$ cat src/rtl/dmawin_pkg.sv
package dmawin_pkg;

  localparam int XW = 64;

  localparam logic [XW-1:0] BASE_FIELD    = 64'h0000_0000_FFF0_0000;
  localparam logic [XW-1:0] BASE_KEEP     = 64'h0000_0000_FFF0_0003;
  localparam logic [XW-1:0] MASK_KEEP     = 64'h0000_0000_FFF0_0000;
  localparam logic [XW-1:0] TBA_KEEP      = 64'h0000_0007_FFFF_FC00;
  localparam logic [XW-1:0] CTL_KEEP      = 64'h0000_001C_FF0F_C7FF;
  localparam logic [XW-1:0] LOW_SPAN      = 64'h0000_0000_000F_FFFF;
  localparam logic [XW-1:0] SG_IDX_BITS   = 64'h0000_0000_000F_E000;
  localparam logic [XW-1:0] BIG_WIN_MASK  = 64'h0000_0007_FFFF_FFFF;
  localparam logic [XW-1:0] DAC_TBA_KEEP  = 64'h0000_0007_FFC0_0000;
  localparam logic [XW-1:0] DAC_IDX_BITS  = 64'h0000_0000_FFFF_E000;
  localparam logic [XW-1:0] PTE_PFN_BITS  = 64'h0000_0000_003F_FFFE;
  localparam int            PTE_SHIFT     = 10;
  localparam int            PAGE_BITS     = 13;
  localparam int            PFN_SHIFT     = 12;
  localparam int            HOLE_EN_BIT   = 5;
  localparam int            BIGWIN_EN_BIT = 6;

  typedef struct packed {
    logic [XW-1:0] base;
    logic [XW-1:0] mask;
    logic [XW-1:0] tba;
  } win_regs_t;

  typedef enum logic [1:0] {
    XL_FAIL   = 2'd0,
    XL_DIRECT = 2'd1,
    XL_SG     = 2'd2
  } xl_kind_e;

  typedef enum logic [1:0] {
    ST_IDLE  = 2'd0,
    ST_FETCH = 2'd1,
    ST_WAIT  = 2'd2,
    ST_RESP  = 2'd3
  } xl_state_e;

endpackage

$ cat src/rtl/dmawin_regs.sv
module dmawin_regs
  import dmawin_pkg::*;
#(
  parameter int NWIN    = 4,
  parameter int DAC_BIT = 43,
  parameter int CAW     = 12
) (
  input  logic                       clk,
  input  logic                       rst_n,
  input  logic                       csr_we,
  input  logic [CAW-1:0]             csr_addr,
  input  logic [XW-1:0]              csr_wdata,
  output logic [XW-1:0]              csr_rdata,
  output win_regs_t [NWIN-1:0]       win_o,
  output logic [XW-1:0]              ctl_o
);

  localparam int            LASTW   = NWIN - 1;
  localparam logic [XW-1:0] W3_KEEP = (BASE_KEEP & ~64'h2) | (64'h1 << DAC_BIT);

  logic       aligned;
  logic [1:0] grp;
  logic [1:0] idx;

  assign grp     = csr_addr[9:8];
  assign idx     = csr_addr[7:6];
  assign aligned = (csr_addr[5:0] == 6'd0) && (csr_addr[CAW-1:10] == '0);

  win_regs_t [NWIN-1:0] win_q;

  for (genvar i = 0; i < NWIN; i++) begin : g_win
    localparam logic [XW-1:0] KEEP  = (i == LASTW) ? W3_KEEP : BASE_KEEP;
    localparam logic [XW-1:0] FORCE = (i == LASTW) ? 64'h2 : 64'h0;

    win_regs_t q, d;
    logic      sel, hit_b, hit_m, hit_t, en;

    assign sel   = csr_we && aligned && (idx == 2'(i));
    assign hit_b = sel && (grp == 2'd0);
    assign hit_m = sel && (grp == 2'd1);
    assign hit_t = sel && (grp == 2'd2);
    assign en    = hit_b || hit_m || hit_t;

    always_comb begin
      d = q;
      if (hit_b) d.base = (csr_wdata & KEEP) | FORCE;
      if (hit_m) d.mask = csr_wdata & MASK_KEEP;
      if (hit_t) d.tba  = csr_wdata & TBA_KEEP;
    end

    always_ff @(posedge clk or negedge rst_n) begin
      if (!rst_n) begin
        q.base <= FORCE;
        q.mask <= '0;
        q.tba  <= '0;
      end else if (en) begin
        q <= d;
      end
    end

    assign win_q[i] = q;
  end

  logic [XW-1:0] ctl_q, ctl_d;
  logic          ctl_en;

  assign ctl_en = csr_we && aligned && (grp == 2'd3) && (idx == 2'd0);

  always_comb begin
    ctl_d = (ctl_q & ~CTL_KEEP) | (csr_wdata & CTL_KEEP);
  end

  always_ff @(posedge clk or negedge rst_n) begin
    if (!rst_n) begin
      ctl_q <= '0;
    end else if (ctl_en) begin
      ctl_q <= ctl_d;
    end
  end

  always_comb begin
    csr_rdata = '0;
    if (aligned) begin
      unique case (grp)
        2'd0: if (32'(idx) < NWIN) csr_rdata = win_q[idx].base;
        2'd1: if (32'(idx) < NWIN) csr_rdata = win_q[idx].mask;
        2'd2: if (32'(idx) < NWIN) csr_rdata = win_q[idx].tba;
        default: if (idx == 2'd0) csr_rdata = ctl_q;
      endcase
    end
  end

  assign win_o = win_q;
  assign ctl_o = ctl_q;

endmodule

$ cat src/rtl/dmawin_match.sv
module dmawin_match
  import dmawin_pkg::*;
#(
  parameter int NWIN    = 4,
  parameter int DAC_BIT = 43
) (
  input  logic [XW-1:0]        addr,
  input  win_regs_t [NWIN-1:0] win,
  input  logic [XW-1:0]        ctl,
  output xl_kind_e             kind,
  output logic [XW-1:0]        direct_addr,
  output logic [XW-1:0]        pte_addr
);

  localparam int LASTW = NWIN - 1;

  logic [NWIN-1:0] hit;
  logic [NWIN-1:0] is_sg;
  logic [XW-1:0]   dmap [NWIN];
  logic [XW-1:0]   pidx [NWIN];

  for (genvar i = 0; i < NWIN; i++) begin : g_cmp
    logic [XW-1:0] ext;
    assign ext      = win[i].mask | LOW_SPAN;
    assign hit[i]   = win[i].base[0] && ((addr & ~ext) == (win[i].base & BASE_FIELD));
    assign is_sg[i] = win[i].base[1];
    assign dmap[i]  = (win[i].tba & ~ext) | (addr & ext);
    assign pidx[i]  = (win[i].tba & ~(win[i].mask >> PTE_SHIFT))
                    | ((addr & (win[i].mask | SG_IDX_BITS)) >> PTE_SHIFT);
  end

  logic sac, hole, big_rng, dac_rng, dac_on;

  assign sac     = (addr[XW-1:32] == '0);
  assign hole    = ctl[HOLE_EN_BIT] && (addr[XW-1:19] == 45'h1);
  assign big_rng = (addr[XW-1:40] == 24'h1);
  assign dac_rng = (addr[XW-1:43] == 21'h1);
  assign dac_on  = win[LASTW].base[DAC_BIT];

  logic unused_ctl;
  assign unused_ctl = ^{ctl[XW-1:BIGWIN_EN_BIT+1], ctl[HOLE_EN_BIT-1:0]};

  always_comb begin
    logic found;
    found       = 1'b0;
    kind        = XL_FAIL;
    direct_addr = '0;
    pte_addr    = '0;
    if (sac) begin
      if (!hole) begin
        for (int i = 0; i < NWIN; i++) begin
          if (!found && hit[i] && ((i != LASTW) || !dac_on)) begin
            found = 1'b1;
            if (is_sg[i]) begin
              kind     = XL_SG;
              pte_addr = pidx[i];
            end else begin
              kind        = XL_DIRECT;
              direct_addr = dmap[i];
            end
          end
        end
      end
    end else if (big_rng && ctl[BIGWIN_EN_BIT]) begin
      kind        = XL_DIRECT;
      direct_addr = addr & BIG_WIN_MASK;
    end else if (dac_rng && win[LASTW].base[0] && dac_on) begin
      kind     = XL_SG;
      pte_addr = (win[LASTW].tba & DAC_TBA_KEEP)
               | ((addr & DAC_IDX_BITS) >> PTE_SHIFT);
    end
  end

endmodule

$ cat src/rtl/dmawin_ctrl.sv
module dmawin_ctrl
  import dmawin_pkg::*;
(
  input  logic          clk,
  input  logic          rst_n,
  input  logic          req_valid,
  input  logic [XW-1:0] req_addr,
  input  xl_kind_e      kind,
  input  logic [XW-1:0] direct_addr,
  input  logic [XW-1:0] pte_addr,
  input  logic          mem_rd_ready,
  input  logic          mem_rsp_valid,
  input  logic [XW-1:0] mem_rsp_data,
  output logic          req_ready,
  output logic          rsp_valid,
  output logic          rsp_ok,
  output logic [XW-1:0] rsp_addr,
  output logic          mem_rd_valid,
  output logic [XW-1:0] mem_rd_addr
);

  xl_state_e              st_q, st_d;
  logic [XW-1:0]          res_q, res_d;
  logic                   ok_q, ok_d;
  logic [XW-1:0]          pa_q, pa_d;
  logic [PAGE_BITS-1:0]   off_q, off_d;
  logic                   res_en, pa_en;

  logic unused_bits;
  assign unused_bits = ^{req_addr[XW-1:PAGE_BITS], mem_rsp_data[XW-1:22]};

  always_comb begin
    st_d   = st_q;
    res_d  = res_q;
    ok_d   = ok_q;
    pa_d   = pa_q;
    off_d  = off_q;
    res_en = 1'b0;
    pa_en  = 1'b0;
    unique case (st_q)
      ST_IDLE: begin
        if (req_valid) begin
          unique case (kind)
            XL_DIRECT: begin
              ok_d = 1'b1; res_d = direct_addr; res_en = 1'b1; st_d = ST_RESP;
            end
            XL_SG: begin
              pa_d = pte_addr; off_d = req_addr[PAGE_BITS-1:0]; pa_en = 1'b1;
              st_d = ST_FETCH;
            end
            default: begin
              ok_d = 1'b0; res_d = '0; res_en = 1'b1; st_d = ST_RESP;
            end
          endcase
        end
      end
      ST_FETCH: begin
        if (mem_rd_ready) st_d = ST_WAIT;
      end
      ST_WAIT: begin
        if (mem_rsp_valid) begin
          res_en = 1'b1;
          st_d   = ST_RESP;
          if (mem_rsp_data[0]) begin
            ok_d  = 1'b1;
            res_d = ((mem_rsp_data & PTE_PFN_BITS) << PFN_SHIFT) | XW'(off_q);
          end else begin
            ok_d  = 1'b0;
            res_d = '0;
          end
        end
      end
      default: st_d = ST_IDLE;
    endcase
  end

  always_ff @(posedge clk or negedge rst_n) begin
    if (!rst_n) st_q <= ST_IDLE;
    else        st_q <= st_d;
  end

  always_ff @(posedge clk or negedge rst_n) begin
    if (!rst_n) begin
      res_q <= '0;
      ok_q  <= 1'b0;
    end else if (res_en) begin
      res_q <= res_d;
      ok_q  <= ok_d;
    end
  end

  always_ff @(posedge clk or negedge rst_n) begin
    if (!rst_n) begin
      pa_q  <= '0;
      off_q <= '0;
    end else if (pa_en) begin
      pa_q  <= pa_d;
      off_q <= off_d;
    end
  end

  assign req_ready    = (st_q == ST_IDLE);
  assign rsp_valid    = (st_q == ST_RESP);
  assign rsp_ok       = ok_q;
  assign rsp_addr     = res_q;
  assign mem_rd_valid = (st_q == ST_FETCH);
  assign mem_rd_addr  = pa_q;

endmodule

$ cat src/rtl/dmawin_xlate.sv
module dmawin_xlate
  import dmawin_pkg::*;
#(
  parameter int NWIN    = 4,
  parameter int DAC_BIT = 43,
  parameter int CAW     = 12
) (
  input  logic           clk,
  input  logic           rst_n,
  input  logic           csr_we,
  input  logic [CAW-1:0] csr_addr,
  input  logic [63:0]    csr_wdata,
  output logic [63:0]    csr_rdata,
  input  logic           req_valid,
  output logic           req_ready,
  input  logic [63:0]    req_addr,
  output logic           rsp_valid,
  output logic           rsp_ok,
  output logic [63:0]    rsp_addr,
  output logic           mem_rd_valid,
  input  logic           mem_rd_ready,
  output logic [63:0]    mem_rd_addr,
  input  logic           mem_rsp_valid,
  input  logic [63:0]    mem_rsp_data
);

  logic [1:0] rst_sync_q;
  logic       rst_n_int;

  always_ff @(posedge clk or negedge rst_n) begin
    if (!rst_n) rst_sync_q <= 2'b00;
    else        rst_sync_q <= {rst_sync_q[0], 1'b1};
  end
  assign rst_n_int = rst_sync_q[1];

  win_regs_t [NWIN-1:0] win;
  logic [XW-1:0]        ctl_q;
  xl_kind_e             kind;
  logic [XW-1:0]        direct_addr, pte_addr;

  dmawin_regs #(.NWIN(NWIN), .DAC_BIT(DAC_BIT), .CAW(CAW)) regs_i (
    .clk       (clk),
    .rst_n     (rst_n_int),
    .csr_we    (csr_we),
    .csr_addr  (csr_addr),
    .csr_wdata (csr_wdata),
    .csr_rdata (csr_rdata),
    .win_o     (win),
    .ctl_o     (ctl_q)
  );

  dmawin_match #(.NWIN(NWIN), .DAC_BIT(DAC_BIT)) match_i (
    .addr        (req_addr),
    .win         (win),
    .ctl         (ctl_q),
    .kind        (kind),
    .direct_addr (direct_addr),
    .pte_addr    (pte_addr)
  );

  dmawin_ctrl ctrl_i (
    .clk           (clk),
    .rst_n         (rst_n_int),
    .req_valid     (req_valid),
    .req_addr      (req_addr),
    .kind          (kind),
    .direct_addr   (direct_addr),
    .pte_addr      (pte_addr),
    .mem_rd_ready  (mem_rd_ready),
    .mem_rsp_valid (mem_rsp_valid),
    .mem_rsp_data  (mem_rsp_data),
    .req_ready     (req_ready),
    .rsp_valid     (rsp_valid),
    .rsp_ok        (rsp_ok),
    .rsp_addr      (rsp_addr),
    .mem_rd_valid  (mem_rd_valid),
    .mem_rd_addr   (mem_rd_addr)
  );

endmodule

$ cat config.mk
export PLATFORM = sky130hd
export DESIGN_NAME = dmawin_xlate
export DESIGN_NICKNAME = d
export VERILOG_FILES = /design/src/rtl/dmawin_pkg.sv /design/src/rtl/dmawin_regs.sv /design/src/rtl/dmawin_match.sv /design/src/rtl/dmawin_ctrl.sv /design/src/rtl/dmawin_xlate.sv
export SDC_FILE = /design/constraint.sdc
export NUM_CORES = 1
export LEC_CHECK = 0
export BUFFER_PORTS_ARGS = -buffer_cell sky130_fd_sc_hd__buf_2
export CAP_MARGIN = 20
export CELL_PAD_IN_SITES_DETAIL_PLACEMENT = 1
export CELL_PAD_IN_SITES_GLOBAL_PLACEMENT = 1
export CORE_MARGIN = 4
export CORE_UTILIZATION = 30
export DETAILED_ROUTE_END_ITERATION = 8
export PLACE_DENSITY = 0.59
export SLEW_MARGIN = 10
export SYNTH_ARGS = -nofsm -noshare
export SYNTH_HDL_FRONTEND = slang
export SYNTH_SLANG_ARGS = --single-unit
$ cat constraint.sdc
create_clock -name clk -period 11.53 [get_ports clk]
set_input_delay 1.7295 -clock clk [delete_from_list [all_inputs] [get_ports clk]]
set_output_delay 1.7295 -clock clk [all_outputs]
set_load 0.005 [all_outputs]
Word level (Yosys, flattened, before mapping)
Index checks and enable logic that the tools add are counted.
Cells by class
  order comparisons: 1
  equal/unequal tests: 22
  multiplexer cells: 67
  bitwise gates (word level): 36
  reduce and logical (&&, ||, !) cells: 66
Operators with widths (count)
  64-bit two-way mux: 24
  35-bit by 64-bit AND with 64-bit output: 7
  64-bit by 32-bit AND with 64-bit output: 7
  192-bit binary-select mux with 2-bit select: 1
  64-bit AND: 4
  64-bit by 32-bit == test with 1-bit output: 4
  22-bit NOT with 64-bit output: 4
  32-bit NOT with 64-bit output: 4
  64-bit by 54-bit bitwise OR with 64-bit output: 4
  64-bit one-hot mux with 2 select lines: 2
  192-bit two-way mux: 1
  64-bit bitwise OR: 3
  64-bit one-hot mux with 3 select lines: 1
  64-bit by 37-bit bitwise OR with 64-bit output: 1
  45-bit by 1-bit == test with 1-bit output, second input constant: 1
  35-bit two-way mux: 1
  35-bit by 22-bit bitwise OR with 35-bit output: 1
  34-bit by 13-bit bitwise OR with 34-bit output: 1
  1-bit logical AND: 32
  32-bit zero test: 1
  2-bit two-way mux: 15
  24-bit by 1-bit == test with 1-bit output, second input constant: 1
  2-bit AND reduction: 12
  21-bit by 1-bit == test with 1-bit output, second input constant: 1
  other kinds (16): 59
Word-level totals
  register bits: 414
  input bits: 210
  output and inout bits: 196
  word-level logic and storage cells: 211

Depth between registers and ports, before layout
  word-level depth: 28
  depth in mapped cells: 11

By module
A second synthesis with hierarchy kept.
Second synthesis, totals
  cells, all modules: 3133
  area, all modules: 30500.5 um^2
Modules (own cells, without submodules)
  dmawin_regs: times used 1, cells each 1314, area each 15333.5 um^2
  dmawin_match: times used 1, cells each 1383, area each 9006.1 um^2
  dmawin_ctrl: times used 1, cells each 433, area each 6107.1 um^2
  dmawin_xlate: times used 1, cells each 3, area each 53.8 um^2

Worst setup path before layout
No wires, ideal clock.
  kind: input to output
  start point: input port csr_addr[6]
  end point: output port csr_rdata[20]
  arrival: 3468 ps
  required time: 9800 ps
  slack: 6333 ps
  cell stages on the path: 7
  cells stage by stage: buf_1 -> clkbuf_1 -> mux4_2 -> nand2_1 -> a21oi_1 -> a21oi_1 -> nor2_1
On the way
  word-level cells in the longest chain between the ends: 4
  elaborated cells between the ends (all ways): 6
  those cells by class: mux: 5; reduce/logical: 1
Ends and longest elaborated chain
  start: declaration: RTL line dmawin_xlate.sv:11  | input logic [CAW-1:0] csr_addr,
  192-bit binary-select mux with 2-bit select or 2-bit zero test (tied branches)
  192-bit two-way mux (implied by the code) or 64-bit two-way mux (tied branches): RTL line dmawin_regs.sv:85, dmawin_regs.sv:88
  64-bit one-hot mux with 3 select lines (*): RTL line dmawin_regs.sv:84  | unique case (grp)
  64-bit two-way mux (*): RTL line dmawin_regs.sv:83  | if (aligned) begin
  end: declaration: RTL line dmawin_xlate.sv:13  | output logic [63:0] csr_rdata,
Every way passes the cells marked *; elsewhere a longest branch is shown, timed or not. The select of a mux whose other input is x is not followed.

Final worst setup path
  start point: input port req_addr[33]
  end point: register ctrl_i.pa_q[15] (netlist: ctrl_i.mem_rd_addr[15])
On the way
  word-level cells in the longest chain between the ends: 27
  elaborated cells between the ends (all ways): 50
  those cells by class: eq/ne: 6; mux: 26; bitwise: 4; reduce/logical: 14
Ends and longest elaborated chain
  start: declaration: RTL line dmawin_xlate.sv:16  | input logic [63:0] req_addr,
  64-bit AND: RTL line dmawin_match.sv:25  | assign hit[i] = win[i].base[0] && ((addr & ~ext) == (win[i].base & BASE_FIELD));
  64-bit by 32-bit == test with 1-bit output: RTL line dmawin_match.sv:25
  1-bit logical AND: RTL line dmawin_match.sv:25
  1-bit two-way mux: RTL line dmawin_match.sv:52  | if (!found && hit[i] && ((i != LASTW) || !dac_on)) begin
  1-bit two-way mux: RTL line dmawin_match.sv:50  | if (!hole) begin
  1-bit two-way mux: RTL line dmawin_match.sv:49  | if (sac) begin
  1-bit zero test: RTL line dmawin_match.sv:52
  1-bit logical AND: RTL line dmawin_match.sv:52
  [... 11 more ...]
  2-bit two-way mux: RTL line dmawin_match.sv:52
  2-bit two-way mux: RTL line dmawin_match.sv:50
  2-bit two-way mux: RTL line dmawin_match.sv:49
  2-bit == test: RTL line dmawin_ctrl.sv:43  | unique case (kind)
  1-bit two-way mux: RTL line dmawin_ctrl.sv:43
  1-bit two-way mux: RTL line dmawin_ctrl.sv:42  | if (req_valid) begin
  1-bit two-way mux: RTL line dmawin_ctrl.sv:40  | unique case (st_q)
  4-bit AND reduction (no source line)
  end signal: assignment: RTL line dmawin_ctrl.sv:97  | pa_q <= pa_d;
  end: declaration: RTL line dmawin_ctrl.sv:25  | logic [XW-1:0] pa_q, pa_d;
Several ways; a longest one is shown, not always the timed one. The select of a mux whose other input is x is not followed.
A chain may end at the register's enable or synchronous reset.

==> run metrics <==
DP HPWL=48,300 µm; DP Area=20,000 µm²; Yosys top cell area share=0.435; post-route cell area=21,400 µm²; die area=64,800 µm²; Pre-antenna DRT Iters=5; Critical Path RT=11,980 ps; largest family of logic cells by synthesized area=multiplexers; register area=7940 µm²; final core occ=0.355; Post-Synth Adder-Cell Area=0.00274; worst vdd ir=74.0 µV; Simple-Gate Fraction of Synth Area=0.0934; RePlAce Congestion=0.880; initial drt markers=1,005; Seq/Total Area, Yosys=0.435; Setup-failing EPs final=0; xor/xnor share of the synthesized area=0.0230; commonest cells in the netlist=dfrtp_1, mux2_2, nand2_1, clkbuf_1, buf_4; CTS Buf Count=41; layout cell share with drive strength beyond 1=0.398; Fmax=150 MHz; async set or reset register ratio after synthesis=1.00; Setup Skew=14.1 ps; Top Ports=406; Avg Inst Size Synth=11.7 µm²; Antenna Cells=0; Synth Warn #=0; wire per inst=28.0 µm; clock latency on the worst-skew pair=570 ps; Post-CTS Setup Bufs=0; root buffer cell=clkbuf_16; Area growth syn-to-layout=17.3%; final hold vios=0; Least-Margin Pin Slew=1170 ps; Gate Count Post-Synth=1,563; Fillers=6,615; Initial Utilization=0.303; vias in the first global route=14,900; die height=255 µm; hold bufs inserted after CTS=0; gr ovfl total=0; WHS=245 ps; first-pass GRT wire length=104,000 µm; H-tree depth=2; clk buf depth=3; max_slew headroom=0.217; largest net degree at the start of global routing=71; Slew Viols, Final=0; PwrDens=144 nW/µm²; number of nets in the layout=1,984; kind of critical path=primary input to register; initial antenna violation count=3; Tightest Hold Check Type=register to async pin; CP Launch Type=primary input; IO buf count=250; crit path capture type=register; CTS tree=yes; Vias per Instance=5.46; mux cell area share after synthesis=0.285; final antenna-violating net count=0; Core Region=60,200 µm²; critical-path maximum fanout=45; via total after detailed routing=14,100; MaxCap Viol Count=0; synth top area cells=dfrtp_1, mux2_2, mux4_2; Core Rows=90; Post-synth EDFFs=0; status=complete, no violations; DR DRC count=0; CTS resizes=0; WP data arrival=7110 ps; Netlist cell types=69; final wirelength=72,300 µm; Tot Pwr=3070 µW; leading area contributor after synthesis=dfrtp_1; Synth Register Bits=317; ys flop type=dfrtp_1; Tmin final=6660 ps; Final Cycle Share=0.578; final setup TNS=0 ps; Post-Syn Area=18,200 µm²; Synth Area in Compound Gates=0.0950; RSZ-0062 raised after global routing=false; gr usage total=0.217; area of the multi-input gates=9550 µm²; Die X=255 µm; CTS Sinks=317; leading cell type by number of instances after synthesis=dfrtp_1; Worst-path clk slew=60 ps; Leak=0.00962 µW
power by group:
part / leakage (µW) / total [µW] / internal [µW] / switching, µW
logic: 0.00465 / 525 / 188 / 337
clock network: 0.000648 / 1320 / 798 / 519
registers: 0.00432 / 1230 / 1190 / 45.3
total: 0.00962 / 3070 / 2170 / 901
logic make-up after synthesis:
kind of cell    count (synthesis)
mux                           405
flops                         317
simple gates                  315
compound gates                250
buf+inv                       222
xor+xnor                       48
fa+ha+maj                       4
other cells                     2
worst paths after layout:
path	start	endpoint	slack [ps]	cells past startpoint
worst min-delay path	rst_sync_q[1]	ctrl_i.mem_rd_addr[17]	240	0
worst min register to register	rst_sync_q[1]	ctrl_i.mem_rd_addr[17]	240	0
worst max register to register	regs_i.win_o[93]	ctrl_i.mem_rd_addr[15]	6220	10
worst max-delay path	req_addr[33]	ctrl_i.mem_rd_addr[15]	4870	9
min in group clk	rst_sync_q[0]	rst_sync_q[1]	360	0
max in group asynchronous	rst_sync_q[1]	ctrl_i.mem_rd_addr[9]	9330	2
layout make-up:
cell class | count | area share
inverter | 16 | 0.00281
sequential | 317 | 0.371
clock inverter | 10 | 0.00760
clock buffer | 61 | 0.0553
timing repair buffer | 284 | 0.0718
tap | 782 | 0.0457
multi-input combinational | 1110 | 0.446
critical path, stage by stage:
cell	delay [ps]
buf_2	130
nor4_1	410
nand4_1	250
nor3_2	770
nand2_1	900
and3_1	880
o41ai_1	760
a21o_4	820
mux2_4	360
state kept, by name, indices dropped and copies added (netlist names):
signal,flops
regs_i.ctl_o,28
ctrl_i.rsp_ok,1
rst_sync_q,2
ctrl_i.st_q,2
ctrl_i.off_q,13
ctrl_i.mem_rd_addr,32
regs_i.win_o,204
ctrl_i.rsp_addr,35
cells in the final DEF (no fill, tap or decap), types with 13 or more instances in the layout:
master,n
nand4_1,15
or3b_1,15
mux2_2,250
inv_1,16
a221oi_1,19
mux4_2,49
conb_1,88
buf_2,249
nor2_1,24
o21ai_0,24
nor2b_1,44
xnor2_1,48
buf_4,33
clkbuf_16,43
a21oi_1,59
mux2_4,40
nand3_1,15
o32ai_1,13
a222oi_1,13
a31oi_1,36
mux2i_1,60
dfrtp_1,316
clkbuf_1,14
o2bb2ai_1,13
nand2_1,108
a211o_1,15
and2_1,17
stage by stage:
stage | setup slack [ps] | std cells
global route | 4490 | 2580
finish | 4870 | 2580
global placement | 4250 | 2507
CTS | 4850 | 2578
detailed placement | 4260 | 2507
floorplan | 2040 | 1649
routing by layer:
metal | vias to the layer above | track usage | routed length (µm)
met5 | - | 0 | 25
met4 | 4 | 0.0610 | 1840
met3 | 111 | 0.0403 | 5040
met2 | 553 | 0.349 | 33600
met1 | 7389 | 0.300 | 31800
li1 | 6038 | - | -
Note: power is estimated with default switching activity, not from simulation.
